==> config.mk <==
export PLATFORM = sky130hd
export DESIGN_NAME = conv_sequencer
export DESIGN_NICKNAME = d
export VERILOG_FILES = /design/src/rtl/conv_sequencer.sv
export SDC_FILE = /design/constraint.sdc
export NUM_CORES = 1
export LEC_CHECK = 0
export BUFFER_PORTS_ARGS = -buffer_cell sky130_fd_sc_hd__buf_2
export CAP_MARGIN = 5
export CORE_MARGIN = 4
export CORE_UTILIZATION = 60
export CTS_BUF_LIST = sky130_fd_sc_hd__clkbuf_2
export DETAILED_ROUTE_END_ITERATION = 10
export GPL_ROUTABILITY_DRIVEN = 1
export PLACE_DENSITY = 0.8
export SLEW_MARGIN = 20
export SYNTH_ARGS = -nofsm -noshare
export SYNTH_HDL_FRONTEND = slang
export SYNTH_SLANG_ARGS = --single-unit
==> constraint.sdc <==
create_clock -name clk -period 3.2 [get_ports clk]
set_input_delay 0.32 -clock clk [delete_from_list [all_inputs] [get_ports clk]]
set_output_delay 0.32 -clock clk [all_outputs]
set_load 0.05 [all_outputs]
==> src/rtl/conv_sequencer.sv <==
module conv_sequencer #(
  parameter int CH = 8,
  parameter int DW = 8,
  parameter int SLOT = 18,
  localparam int AW = $clog2(CH)
) (
  input  logic          clk,
  input  logic          rst_n,
  input  logic          cs_n,
  input  logic          wr_n,
  input  logic          cfg_inhibit,
  input  logic          cfg_pdown,
  input  logic          cfg_single,
  input  logic [AW-1:0] cfg_addr,
  input  logic [CH-1:0] chan_mask,
  input  logic          cmp_in,
  output logic          samp,
  output logic          busy_n,
  output logic [AW-1:0] conv_chan,
  output logic [DW-1:0] trial_code,
  input  logic [AW-1:0] rd_addr,
  output logic [DW-1:0] rd_data
);
  localparam int SW = $clog2(SLOT);
  localparam int T0 = 2;
  localparam int ST = T0 + DW;

  logic          wr_q;
  logic [CH-1:0] pend, list, rest;
  logic [SW-1:0] slot, tidx;
  logic [DW-1:0] acc, bitmask;
  logic [DW-1:0] mem [CH];
  logic          in_trial, rise, fall, start;

  assign rise  = wr_n & ~wr_q & ~cs_n;
  assign fall  = ~wr_n & wr_q & ~cs_n;
  assign list  = cfg_single ? (CH'(1) << cfg_addr) : chan_mask;
  assign start = rise & busy_n & ~cfg_inhibit & ~cfg_pdown & (|list);

  always_comb begin
    conv_chan = '0;
    for (int i = CH - 1; i >= 0; i--)
      if (pend[i]) conv_chan = AW'(i);
  end

  assign rest       = pend & ~(CH'(1) << conv_chan);
  assign in_trial   = (slot >= SW'(T0)) && (slot < SW'(ST));
  assign tidx       = slot - SW'(T0);
  assign bitmask    = in_trial ? (DW'(1) << (SW'(DW - 1) - tidx)) : '0;
  assign trial_code = acc | bitmask;
  assign rd_data    = mem[rd_addr];

  always_ff @(posedge clk or negedge rst_n) begin
    if (!rst_n) begin
      wr_q   <= 1'b1;
      samp   <= 1'b0;
      busy_n <= 1'b1;
      pend   <= '0;
      slot   <= '0;
      acc    <= '0;
      for (int i = 0; i < CH; i++) mem[i] <= '0;
    end else begin
      wr_q <= wr_n;
      samp <= fall & busy_n;
      if (start) begin
        busy_n <= 1'b0;
        pend   <= list;
        slot   <= '0;
        acc    <= '0;
      end else if (!busy_n) begin
        if (in_trial && cmp_in) acc <= trial_code;
        if (slot == SW'(ST)) mem[conv_chan] <= acc;
        if (slot == SW'(SLOT - 1)) begin
          slot <= '0;
          acc  <= '0;
          pend <= rest;
          if (rest == '0) busy_n <= 1'b1;
        end else begin
          slot <= slot + 1'b1;
        end
      end
    end
  end
endmodule

# After elaboration in Yosys (flattened, before gate mapping)

Cells that the tools add are included.
W data, S select, Z words.

Bits of input ports: 22
Logic and storage cells: 89
Memory bits (writable): 0
ROM bits: 0
Output and inout bits: 21
Memories: 0
Register bits after elaboration: 88
Bits in latches: 0

$mul: 0
Shift-type cells: 3
Reductions and logical operators: 10
Bitwise operators: 21
Muxes and demuxes: 30
Equality and inequality tests: 3
Div/mod/pow operators: 0
$lt $le $gt $ge: 5
Add/subtract/negate cells: 3

Operator list:

| operator              | number |
|---|---|
| $mux W8               | 12 |
| $bwmux W64            | 1 |
| $bmux W8 S3           | 1 |
| $demux W8 S3          | 1 |
| $mux W3               | 8 |
| $shl A1 B3 Y8 const A | 2 |
| $mux W5               | 3 |
| $and A1 B1 Y1         | 9 |
| $and A8 B8 Y8         | 1 |
| $ge A4 B4 Y1 const B  | 2 |
| $logic_not A8 Y1      | 1 |
| $not A3 Y4            | 2 |
| $not A8 Y8            | 1 |
| $or A8 B8 Y8          | 1 |
| $reduce_or A8 Y1      | 1 |
| $shl A1 B5 Y8 const A | 1 |
| $not A1 Y1            | 7 |
| $add A5 B1 Y5 const B | 1 |
| $eq A5 B4 Y1 const B  | 1 |
| $eq A5 B5 Y1 const B  | 1 |
| $ge A5 B2 Y1 const B  | 1 |
| $lt A5 B4 Y1 const B  | 1 |
| $sub A3 B5 Y5 const A | 1 |
| $sub A5 B2 Y5 const B | 1 |
| other kinds (8)       | 14 |

# Depth between registers and ports, before layout

Gate-level depths: netlist of run 1.

Word-level depth: 16
Depth in mapped cells: 9

# Least setup slack after synthesis of run 1

Ideal clock, no wire load.

Path type: input-to-output
Start point: input port rd_addr[0]
End point: output port rd_data[0]
Path buffers: 2
Arrival time: 1946 ps
Stages on the path: 4
Required time: 2880 ps
Slack: 934 ps
Path through: clkbuf_1 -> buf_2 -> mux4_2 -> mux2_2

Longest elaborated chain between the ends: 4

Ends and longest elaborated chain:

| what                                       | line | text |
|---|---|---|
| start, declared                            | 21   | `input logic [AW-1:0] rd_addr,` |
| $not A3 Y4 (implied by the code)           | 51   | `assign rd_data = mem[rd_addr];` |
| $bmux W8 S3                                | 51   |  |
| $mux W8 (implied by the code) (2 in a row) | 51   |  |
| end, declared                              | 22   | `output logic [DW-1:0] rd_data` |

No other way between the ends. The select of a mux whose other input is x is not followed.

# Worst setup path after layout of run 1

Start point: register slot[1]
End point: output port trial_code[3]

Longest elaborated chain between the ends: 5
Elaborated cells on any way between the ends: 8
Those cells by class: 2 x add/sub; 2 x order compare; 1 x shift; 1 x mux; 1 x bitwise; 1 x reduce/logical

Ends and longest elaborated chain:

| what                   | line | text |
|---|---|---|
| start, declared        | 30   | `logic [SW-1:0] slot, tidx;` |
| start signal, assigned | 79   | `slot <= slot + 1'b1;` |
| $sub A5 B2 Y5          | 48   | `assign tidx = slot - SW'(T0);` |
| $sub A3 B5 Y5          | 49   | `assign bitmask = in_trial ? (DW'(1) << (SW'(DW - 1) - tidx)) : '0;` |
| $shl A1 B5 Y8          | 49   |  |
| $mux W8 *              | 49   |  |
| $or A8 B8 Y8 *         | 50   | `assign trial_code = acc \| bitmask;` |
| end, declared          | 20   | `output logic [DW-1:0] trial_code,` |

Every way passes the cells marked *; elsewhere a longest branch is shown, timed or not.

==> out/results.tsv, run 1 <==
stage	metric	value	unit
grt	total grt overflow	0	
critical_path	worst reg2reg path depth	6	
drt	DRT iter0 DRCs	143	
outcome	status	finished clean	
clocking	clk buf depth	2	
logic_synthesis	ys flop type	dfrtp_1	
job	number of max-cap violations	0	
clocking	CTS Buf Count	9	
logic_synthesis	register bit total from synthesis	88	
timing	Slew HR	0.404	
critical_path	critical path launch point type	register	
grt	antenna violations before repair	0	
grt	largest net degree at the start of global routing	43	
place	Place WS	0.538	ns
grt	gr usage total	0.226	
cells_and_area	share of cells above drive strength 1	0.421	
timing	unrepaired setup endpoints after global routing	false	
floorplanning	placement row count	31	
timing	final clock skew	0.0247	ns
critical_path	R2R Path Start	pend[2]$_DFFE_PN0P_	
cells_and_area	Synth-to-Final Area Change	7.36	%
critical_path	Arr. time, crit path	2.43	ns
drt	Routed WL per cell	18.9	um
place	Final Wtd Congestion	1.01	
grt	first-pass GRT wire length	15.5	mm
place	Final HPWL DP	6.78	mm
timing	# setup viols final	0	
critical_path	Worst EP required	2.88	ns
floorplanning	Die Wd	96.3	um
logic_synthesis	Post-Synth Simple-Gate Area	0.107	
drt	Post-DRT Antenna Nets	0	
clocking	CTS tree	done	
floorplanning	Die Height	96.3	um
clocking	worst skew pair latency	0.54	ns
floorplanning	initial core utilization	0.631	
clocking	Post-CTS Resized	0	
logic_synthesis	Post-Syn Area	4670	um^2
logic_synthesis	Post-Synth XOR/XNOR Area	0	
power	Static Leak	2.45	nW
timing	fin. max-slew vios	0	
clocking	CTS root buf	clkbuf_2	
logic_synthesis	largest family of logic cells by synthesized area	multiplexers	
place	port bufs	42	
min_path	worst hold path stage count	3	
logic_synthesis	synthesized instance count	361	
timing	Highest Clock Rate	363	MHz
critical_path	R2R Setup Slk	0.51	ns
cells_and_area	antenna cells	0	
logic_synthesis	mux cell area share after synthesis	0.266	
cells_and_area	Layout Nets	423	
logic_synthesis	number of synthesized flops with an enable pin	0	
floorplanning	CORE AREA	7410	um^2
critical_path	WS Path Type	register to output pin	
logic_synthesis	Area contributors post-synth	dfrtp_1, mux2_2, mux4_2	
drt	DRT Pass-1 Iters	5	
grt	vias in the first global route	3128	
timing	min Tclk post-route	2.75	ns
min_path	worst hold start	cs_n	
logic_synthesis	Yosys warning count	0	
timing	final hold vios	0	
logic_synthesis	synth unique cells	53	
logic_synthesis	post-synth top area share	0.460	
floorplanning	io pins	43	
drt	Via density	6.12	
power	worst vdd ir	0.000598	V
clocking	Worst-path clk slew	0.21	ns
timing	worst slew pin tran	0.890	ns
power	Cell Pwr Density	739	nW/um^2
logic_synthesis	syn nets	389	
min_path	Hold EP	samp$_DFF_PN0_	
drt	Vias	3046	
logic_synthesis	ys async rst share	1.00	
logic_synthesis	Post-Synth Adder-Cell Area	0.0161	
timing	Final period util	0.861	
critical_path	Max FO, Critical Path	8	
cells_and_area	Core Util, Final	0.677	
timing	final setup TNS	0	ns
clocking	H-tree levels	3	
logic_synthesis	Compound-Gate Fraction of Synth Area	0.0894	
critical_path	Reg-to-Reg End	mem[58]$_DFFE_PN0P_	
critical_path	critical path capture point type	output pin	
drt	final wirelength	9.41	mm
logic_synthesis	Mapped Avg Cell Area	12.9	um^2
power	total power	0.00371	W
timing	final worst slack	0.446	ns
logic_synthesis	leading area contributor after synthesis	dfrtp_1	
clocking	clock sinks	88	
logic_synthesis	register area share after synthesis	0.472	
min_path	HP Class	primary input to register	
floorplanning	Die ar.	9270	um^2
drt	DRC errors left	0	
what timing repair did:
action	CTS	global route
hold buffers	2	0
buffers inserted	0	0
endpoints found under the hold margin	41	0
flip-flops by register name, indices dropped and copies added (netlist names):
signal and count:
busy_n 1, pend 8, acc 8, slot 5, samp 1, mem 64
wr_q 1
per-layer routing:
layer,GRT usage,part of all wire,vias up
met1,0.300,0.44,1527
met3,0.0586,0.045,18
met2,0.367,0.50,77
met5,0,0,-
met4,0.0652,0.016,0
li1,-,-,1424
cell usage after synthesis, types with 2 or more instances:
| library cell | n |
|---|---|
| dfrtp_1 | 86 |
| mux2_2 | 64 |
| nor2_1 | 19 |
| mux4_2 | 16 |
| nor2b_1 | 16 |
| o21ai_0 | 11 |
| clkbuf_1 | 10 |
| a21oi_1 | 9 |
| clkdlybuf4s25_2 | 8 |
| inv_1 | 8 |
| mux2_4 | 8 |
| nand3_1 | 8 |
| a31oi_1 | 7 |
| ha_1 | 6 |
| o311ai_0 | 6 |
| buf_6 | 5 |
| nand2_1 | 5 |
| a21o_1 | 4 |
| a32o_1 | 4 |
| and2_1 | 4 |
| mux2i_1 | 4 |
| nor3_1 | 4 |
| nand2b_1 | 3 |
| nand4_1 | 3 |
| or2_2 | 3 |
| a31o_2 | 2 |
| a41o_1 | 2 |
| a41oi_1 | 2 |
| and3b_1 | 2 |
| buf_2 | 2 |
| dfstp_2 | 2 |
| nor3_2 | 2 |
| nor4_1 | 2 |
| nor4_4 | 2 |
| o211ai_1 | 2 |
| o21a_1 | 2 |
| or4_4 | 2 |
how the worst max path moves through the flow:
stage / from / endpoint / slack, ns / cells past startpoint
after CTS: slot[1]$_DFFE_PN0P_ / trial_code[3] / 0.41 / 6
after global placement: pend[2]$_DFFE_PN0P_ / mem[58]$_DFFE_PN0P_ / 0.54 / 6
after detailed placement: pend[2]$_DFFE_PN0P_ / mem[58]$_DFFE_PN0P_ / 0.54 / 6
final: slot[1]$_DFFE_PN0P_ / trial_code[3] / 0.45 / 6
after global routing: slot[2]$_DFFE_PN0P_ / trial_code[2] / 0.24 / 5
after floorplan: rd_addr[0] / rd_data[0] / 0.93 / 4
kinds of logic after synthesis:
group | Yosys count
mux | 92
buf+inv | 35
simple gates | 81
flops | 88
fa+ha+maj | 6
compound gates | 59
area by class of cell:
| cell class | instances | area, um^2 |
|---|---|---|
| multi-input combinational | 238 | 2240 |
| clock inverter | 6 | 92.6 |
| clock buffer | 9 | 45.0 |
| inverter | 9 | 46.3 |
| tap | 99 | 124 |
| fill | 557 | 2390 |
| sequential | 88 | 2200 |
| timing repair buffer | 49 | 270 |
worst max-delay path, stage by stage, from the launching register on:
cell and delay, ns:
dfrtp_1 0.40, buf_4 0.16, inv_1 0.09, ha_1 0.39, nor4b_1 0.42, a21o_1 0.19, buf_2 0.26
cell usage in the layout (no fill, tap or decap), types with 7 or more instances in the layout:
| master | instances |
|---|---|
| inv_1 | 8 |
| nor2b_1 | 16 |
| buf_2 | 41 |
| a31oi_1 | 7 |
| nand3_1 | 8 |
| clkbuf_2 | 9 |
| dfrtp_1 | 86 |
| a21oi_1 | 9 |
| nor2_1 | 19 |
| o21ai_0 | 11 |
| mux4_2 | 16 |
| mux2_2 | 64 |
| mux2_4 | 8 |
stage by stage:
step           instances  cell area, um^2  hold WS [ns]
2_1_floorplan        361             4670        0.0244
3_3_place_gp         481             4860         0.324
3_5_place_dp         481             4860         0.329
4_1_cts              498             5020        0.0506
5_1_grt              498             5020        0.0419
6_report             498             5020        0.0939
power breakdown:
group          switching [W]  internal, W  total [W]
Sequential          0.000279      0.00126    0.00154
Clock               0.000367     0.000258   0.000625
Combinational        0.00102     0.000520    0.00154
(Power assumes the default switching activity.)
==> inputs of run 2 (changes only) <==
==> constraint.sdc (replaced) <==
create_clock -name clk -period 3.2 [get_ports clk]
set_input_delay 0.16 -clock clk [delete_from_list [all_inputs] [get_ports clk]]
set_output_delay 0.16 -clock clk [all_outputs]
set_load 0.05 [all_outputs]
==> out/results.tsv, run 2 (synthesis results as in run 1) <==
stage	metric	value	unit
clocking	Worst-path clk slew	0.20	ns
cells_and_area	share of cells above drive strength 1	0.414	
grt	antenna violations before repair	0	
clocking	worst skew pair latency	0.54	ns
place	Final HPWL DP	6.68	mm
clocking	postcts setup bufs	0	
grt	total grt overflow	0	
timing	final worst slack	0.455	ns
power	Static Leak	2.47	nW
drt	DRC errors left	0	
clocking	H-tree levels	3	
grt	vias in the first global route	3163	
floorplanning	io pins	43	
drt	Via density	6.19	
power	Cell Pwr Density	746	nW/um^2
place	Final Wtd Congestion	1.02	
drt	DRT iter0 DRCs	140	
critical_path	Max FO, Critical Path	8	
critical_path	max incr delay on CP	0.78	ns
cells_and_area	Largest regs	mem x64, acc x8, pend x8	
cells_and_area	max reg flops	64	
clocking	hold_buf cts	5	
drt	final wirelength	9.60	mm
timing	final clock skew	0.0369	ns
grt	gr usage total	0.231	
timing	min Tclk post-route	2.74	ns
timing	worst hold margin	0.0409	ns
critical_path	Worst EP required	3.63	ns
cells_and_area	Reg with most FFs	mem	
clocking	CTS tree	done	
critical_path	critical path capture point type	register	
clocking	clock sinks	88	
timing	final hold vios	0	
cells_and_area	antenna cells	0	
cells_and_area	Layout Nets	426	
timing	Slew HR	0.385	
job	number of max-cap violations	0	
timing	Highest Clock Rate	364	MHz
critical_path	critical path launch point type	register	
clocking	CTS Buf Count	9	
cells_and_area	most frequent cells in the layout	dfrtp_1, mux2_2, buf_2	
min_path	HP Class	primary input to register	
critical_path	WS Path Type	register to register	
floorplanning	Die Height	96.3	um
drt	DRT Pass-1 Iters	4	
timing	fin. max-slew vios	0	
clocking	clk buf depth	2	
clocking	CTS root buf	clkbuf_2	
drt	Routed WL per cell	19.2	um
drt	met1 WL	4.18	mm
drt	Post-DRT Antenna Nets	0	
floorplanning	placement row count	31	
critical_path	crit path cell chain	nor2b_1, o21ai_1, o21a_1, clkinv_8, nor3_2, mux2_2	
timing	final setup TNS	0	ns
drt	max layer used	met4	
drt	met2 WL post-DR	4.84	mm
timing	unrepaired setup endpoints after global routing	false	
drt	Vias	3095	
drt	DR WL met3	434	um
power	worst vdd ir	0.000690	V
place	Place WS	0.496	ns
place	port bufs	42	
floorplanning	Die Wd	96.3	um
floorplanning	initial core utilization	0.631	
floorplanning	CORE AREA	7410	um^2
timing	Final period util	0.858	
critical_path	critical path's slowest cell	nor3_2	
outcome	status	finished clean	
clocking	Post-CTS Resized	0	
critical_path	Arr. time, crit path	3.18	ns
cells_and_area	most common cell after layout, fill and taps aside	dfrtp_1	
timing	# setup viols final	0	
timing	worst slew pin tran	0.918	ns
cells_and_area	Synth-to-Final Area Change	8.38	%
grt	first-pass GRT wire length	16.0	mm
floorplanning	Die ar.	9270	um^2
grt	largest net degree at the start of global routing	43	
[run 2: stage by stage]
| stage | total power [W] | utilization | cell area (um^2) | std cells |
|---|---|---|---|---|
| finish | 0.00378 | 0.684 | 5070 | 500 |
| global route | 0.00399 | 0.684 | 5070 | 500 |
| CTS | 0.00378 | 0.682 | 5060 | 499 |
| detailed placement | 0.00308 | 0.655 | 4850 | 480 |
| global placement | 0.00305 | 0.655 | 4850 | 480 |
| floorplan | 0.00282 | - | 4670 | 361 |
[run 2: final timing paths]
kind	from	to	slack [ns]	cells after the start
setup / recovery	pend[7]$_DFFE_PN0P_	mem[58]$_DFFE_PN0P_	0.46	6
hold / removal	chan_mask[1]	pend[1]$_DFFE_PN0P_	0.04	4
setup reg to reg	pend[7]$_DFFE_PN0P_	mem[58]$_DFFE_PN0P_	0.46	6
hold reg to reg	mem[34]$_DFFE_PN0P_	mem[34]$_DFFE_PN0P_	0.53	1
max in group asynchronous	rst_n	wr_q$_DFF_PN1_	2.30	3
min in group asynchronous	rst_n	mem[25]$_DFFE_PN0P_	0.10	2
[run 2: worst max-delay path, delay by kind of cell (launching register included)]
family	cells	cell delay (ns)
AOI/OAI and AO/OA	2	0.69
buffers and inverters	1	0.12
DFF	1	0.49
muxes	1	0.41
and+or+nand+nor	2	0.94
[run 2: layout make-up]
| type | count | area (um^2) |
|---|---|---|
| Tap cell | 99 | 124 |
| Multi-Input combinational cell | 238 | 2240 |
| Clock buffer | 9 | 45.0 |
| Inverter | 9 | 46.3 |
| Clock inverter | 5 | 108 |
| Sequential cell | 88 | 2200 |
| Timing Repair Buffer | 52 | 303 |
| Fill cell | 532 | 2340 |
[run 2: per-layer routing]
metal  GRT usage  up-vias
li1            -     1420
met1       0.310     1585
met2       0.376       75
met3      0.0602       15
met4      0.0581        0
met5           0        -
[run 2: where the power goes]
| part | total, W | internal (W) | switching [W] |
|---|---|---|---|
| sequential | 0.00155 | 0.00126 | 0.000294 |
| clock | 0.000688 | 0.000331 | 0.000357 |
| combinational | 0.00154 | 0.000516 | 0.00102 |
| total | 0.00378 | 0.00211 | 0.00167 |
==> inputs of run 3 (changes only) <==
--- a/config.mk
+++ b/config.mk
@@ -8,11 +8,11 @@
 export BUFFER_PORTS_ARGS = -buffer_cell sky130_fd_sc_hd__buf_2
 export CAP_MARGIN = 5
 export CORE_MARGIN = 4
-export CORE_UTILIZATION = 60
+export CORE_UTILIZATION = 50
 export CTS_BUF_LIST = sky130_fd_sc_hd__clkbuf_2
 export DETAILED_ROUTE_END_ITERATION = 10
 export GPL_ROUTABILITY_DRIVEN = 1
-export PLACE_DENSITY = 0.8
+export PLACE_DENSITY = 0.69
 export SLEW_MARGIN = 20
 export SYNTH_ARGS = -nofsm -noshare
 export SYNTH_HDL_FRONTEND = slang
==> constraint.sdc (replaced) <==
create_clock -name clk -period 3.45 [get_ports clk]
set_input_delay 0.1725 -clock clk [delete_from_list [all_inputs] [get_ports clk]]
set_output_delay 0.1725 -clock clk [all_outputs]
set_load 0.05 [all_outputs]
==> out/results.tsv, run 3 (synthesis results as in run 1) <==
stage	metric	value	unit
floorplanning	Die ar.	11000	um^2
place	Final HPWL DP	6.48	mm
drt	Via density	5.94	
critical_path	critical path's slowest cell	nor3_2	
clocking	postcts setup bufs	0	
clocking	CTS root buf	clkbuf_2	
critical_path	Worst EP required	3.89	ns
clocking	clock sinks	88	
critical_path	critical path capture point type	register	
timing	final clock skew	0.0364	ns
clocking	clk buf depth	2	
timing	final setup TNS	0	ns
critical_path	critical path launch point type	register	
power	worst vdd ir	0.000558	V
critical_path	Critical path buffers and inverters	1	
cells_and_area	antenna cells	0	
grt	vias in the first global route	3101	
timing	fin. max-slew vios	0	
critical_path	Max FO, Critical Path	8	
timing	worst hold margin	0.0401	ns
power	Static Leak	2.43	nW
timing	final hold vios	0	
floorplanning	placement row count	35	
timing	worst slew pin tran	0.804	ns
drt	Vias	3035	
floorplanning	CORE AREA	9150	um^2
clocking	hold_buf cts	6	
clocking	Worst-path clk slew	0.25	ns
clocking	CTS Buf Count	9	
cells_and_area	Largest regs	mem x64, acc x8, pend x8	
job	number of max-cap violations	0	
floorplanning	io pins	43	
drt	final wirelength	9.57	mm
drt	Routed WL per cell	18.7	um
min_path	HP Class	primary input to register	
cells_and_area	share of cells above drive strength 1	0.413	
power	Cell Pwr Density	666	nW/um^2
place	port bufs	42	
critical_path	WS Path Type	register to register	
cells_and_area	most common cell after layout, fill and taps aside	dfrtp_1	
place	Final Wtd Congestion	0.830	
cells_and_area	Layout Nets	423	
drt	DRT Pass-1 Iters	4	
critical_path	critical path's top delay family	simple AND/OR/NAND/NOR gates	
critical_path	crit path cell chain	nor2b_1, o21ai_1, o21a_1, clkinv_8, nor3_2, mux2_2	
timing	Final period util	0.778	
outcome	status	finished clean	
floorplanning	Die Wd	105	um
drt	DRC errors left	0	
cells_and_area	max reg flops	64	
grt	first-pass GRT wire length	16.0	mm
cells_and_area	# fillers	775	
timing	Highest Clock Rate	372	MHz
cells_and_area	Reg with most FFs	mem	
timing	Slew HR	0.461	
cells_and_area	Multi-input gate area	2240	um^2
critical_path	max incr delay on CP	0.70	ns
grt	largest net degree at the start of global routing	89	
floorplanning	Die Height	105	um
clocking	Post-CTS Resized	0	
timing	unrepaired setup endpoints after global routing	false	
cells_and_area	most frequent cells in the layout	dfrtp_1, mux2_2, buf_2	
grt	gr usage total	0.183	
grt	antenna violations before repair	0	
cells_and_area	Synth-to-Final Area Change	7.20	%
clocking	worst skew pair latency	0.54	ns
drt	DRT iter0 DRCs	112	
timing	min Tclk post-route	2.69	ns
cells_and_area	FF/Latch Area	2200	um^2
floorplanning	initial core utilization	0.511	
clocking	H-tree levels	3	
drt	Post-DRT Antenna Nets	0	
clocking	CTS tree	done	
timing	# setup viols final	0	
critical_path	Arr. time, crit path	3.13	ns
grt	total grt overflow	0	
## run 3: worst reg2reg max path, stage by stage (launching register included)
cell and delay (ns):
dfrtp_1 0.49, nor2b_1 0.15, o21ai_1 0.17, o21a_1 0.54
clkinv_8 0.14, nor3_2 0.70, mux2_2 0.41
## run 3: final cells by class
type | count | share of cell area
clock inverters | 6 | 0.0102
clock buffers | 10 | 0.00999
multi-input cells | 238 | 0.446
flip-flops and latches | 88 | 0.440
inverters | 9 | 0.00924
well taps | 111 | 0.0277
repair buffers | 49 | 0.0567
## run 3: final timing paths
check                                         start                   to  slack [ns]  cells after the start
worst max-delay path            pend[7]$_DFFE_PN0P_  mem[56]$_DFFE_PN0P_        0.76                      6
max in group asynchronous                     rst_n  mem[48]$_DFFE_PN0P_        2.68                      2
min in group asynchronous                     rst_n  mem[20]$_DFFE_PN0P_        0.20                      2
worst max register to register  pend[7]$_DFFE_PN0P_  mem[56]$_DFFE_PN0P_        0.76                      6
worst min register to register  mem[46]$_DFFE_PN0P_  mem[46]$_DFFE_PN0P_        0.53                      1
worst min-delay path                   chan_mask[2]  pend[2]$_DFFE_PN0P_        0.04                      4
## run 3: metrics by stage
| stage | instance area [um^2] | instances | util | total power [W] | worst slack [ns] |
|---|---|---|---|---|---|
| 2_1_floorplan | 4670 | 361 | - | 0.00262 | 1.26 |
| 3_3_place_gp | 4850 | 489 | 0.529 | 0.00284 | 0.834 |
| 3_5_place_dp | 4850 | 489 | 0.529 | 0.00287 | 0.777 |
| 4_1_cts | 5010 | 511 | 0.547 | 0.00336 | 0.712 |
| 5_1_grt | 5010 | 511 | 0.548 | 0.00356 | 0.566 |
| 6_report | 5010 | 511 | 0.548 | 0.00334 | 0.764 |
## run 3: per-layer routing
metal  up-vias  wire [um]  GRT usage
met4         0         65     0.0384
met5         -          0          0
li1       1417          -          -
met3         9        373     0.0451
met2        71       4770      0.312
met1      1538       4370      0.239
## run 3: where the power goes
group          internal, W  leakage (nW)  switching (W)
Clock             0.000108        0.0631       0.000372
Combinational     0.000477          1.17       0.000939
Sequential         0.00117          1.21       0.000270
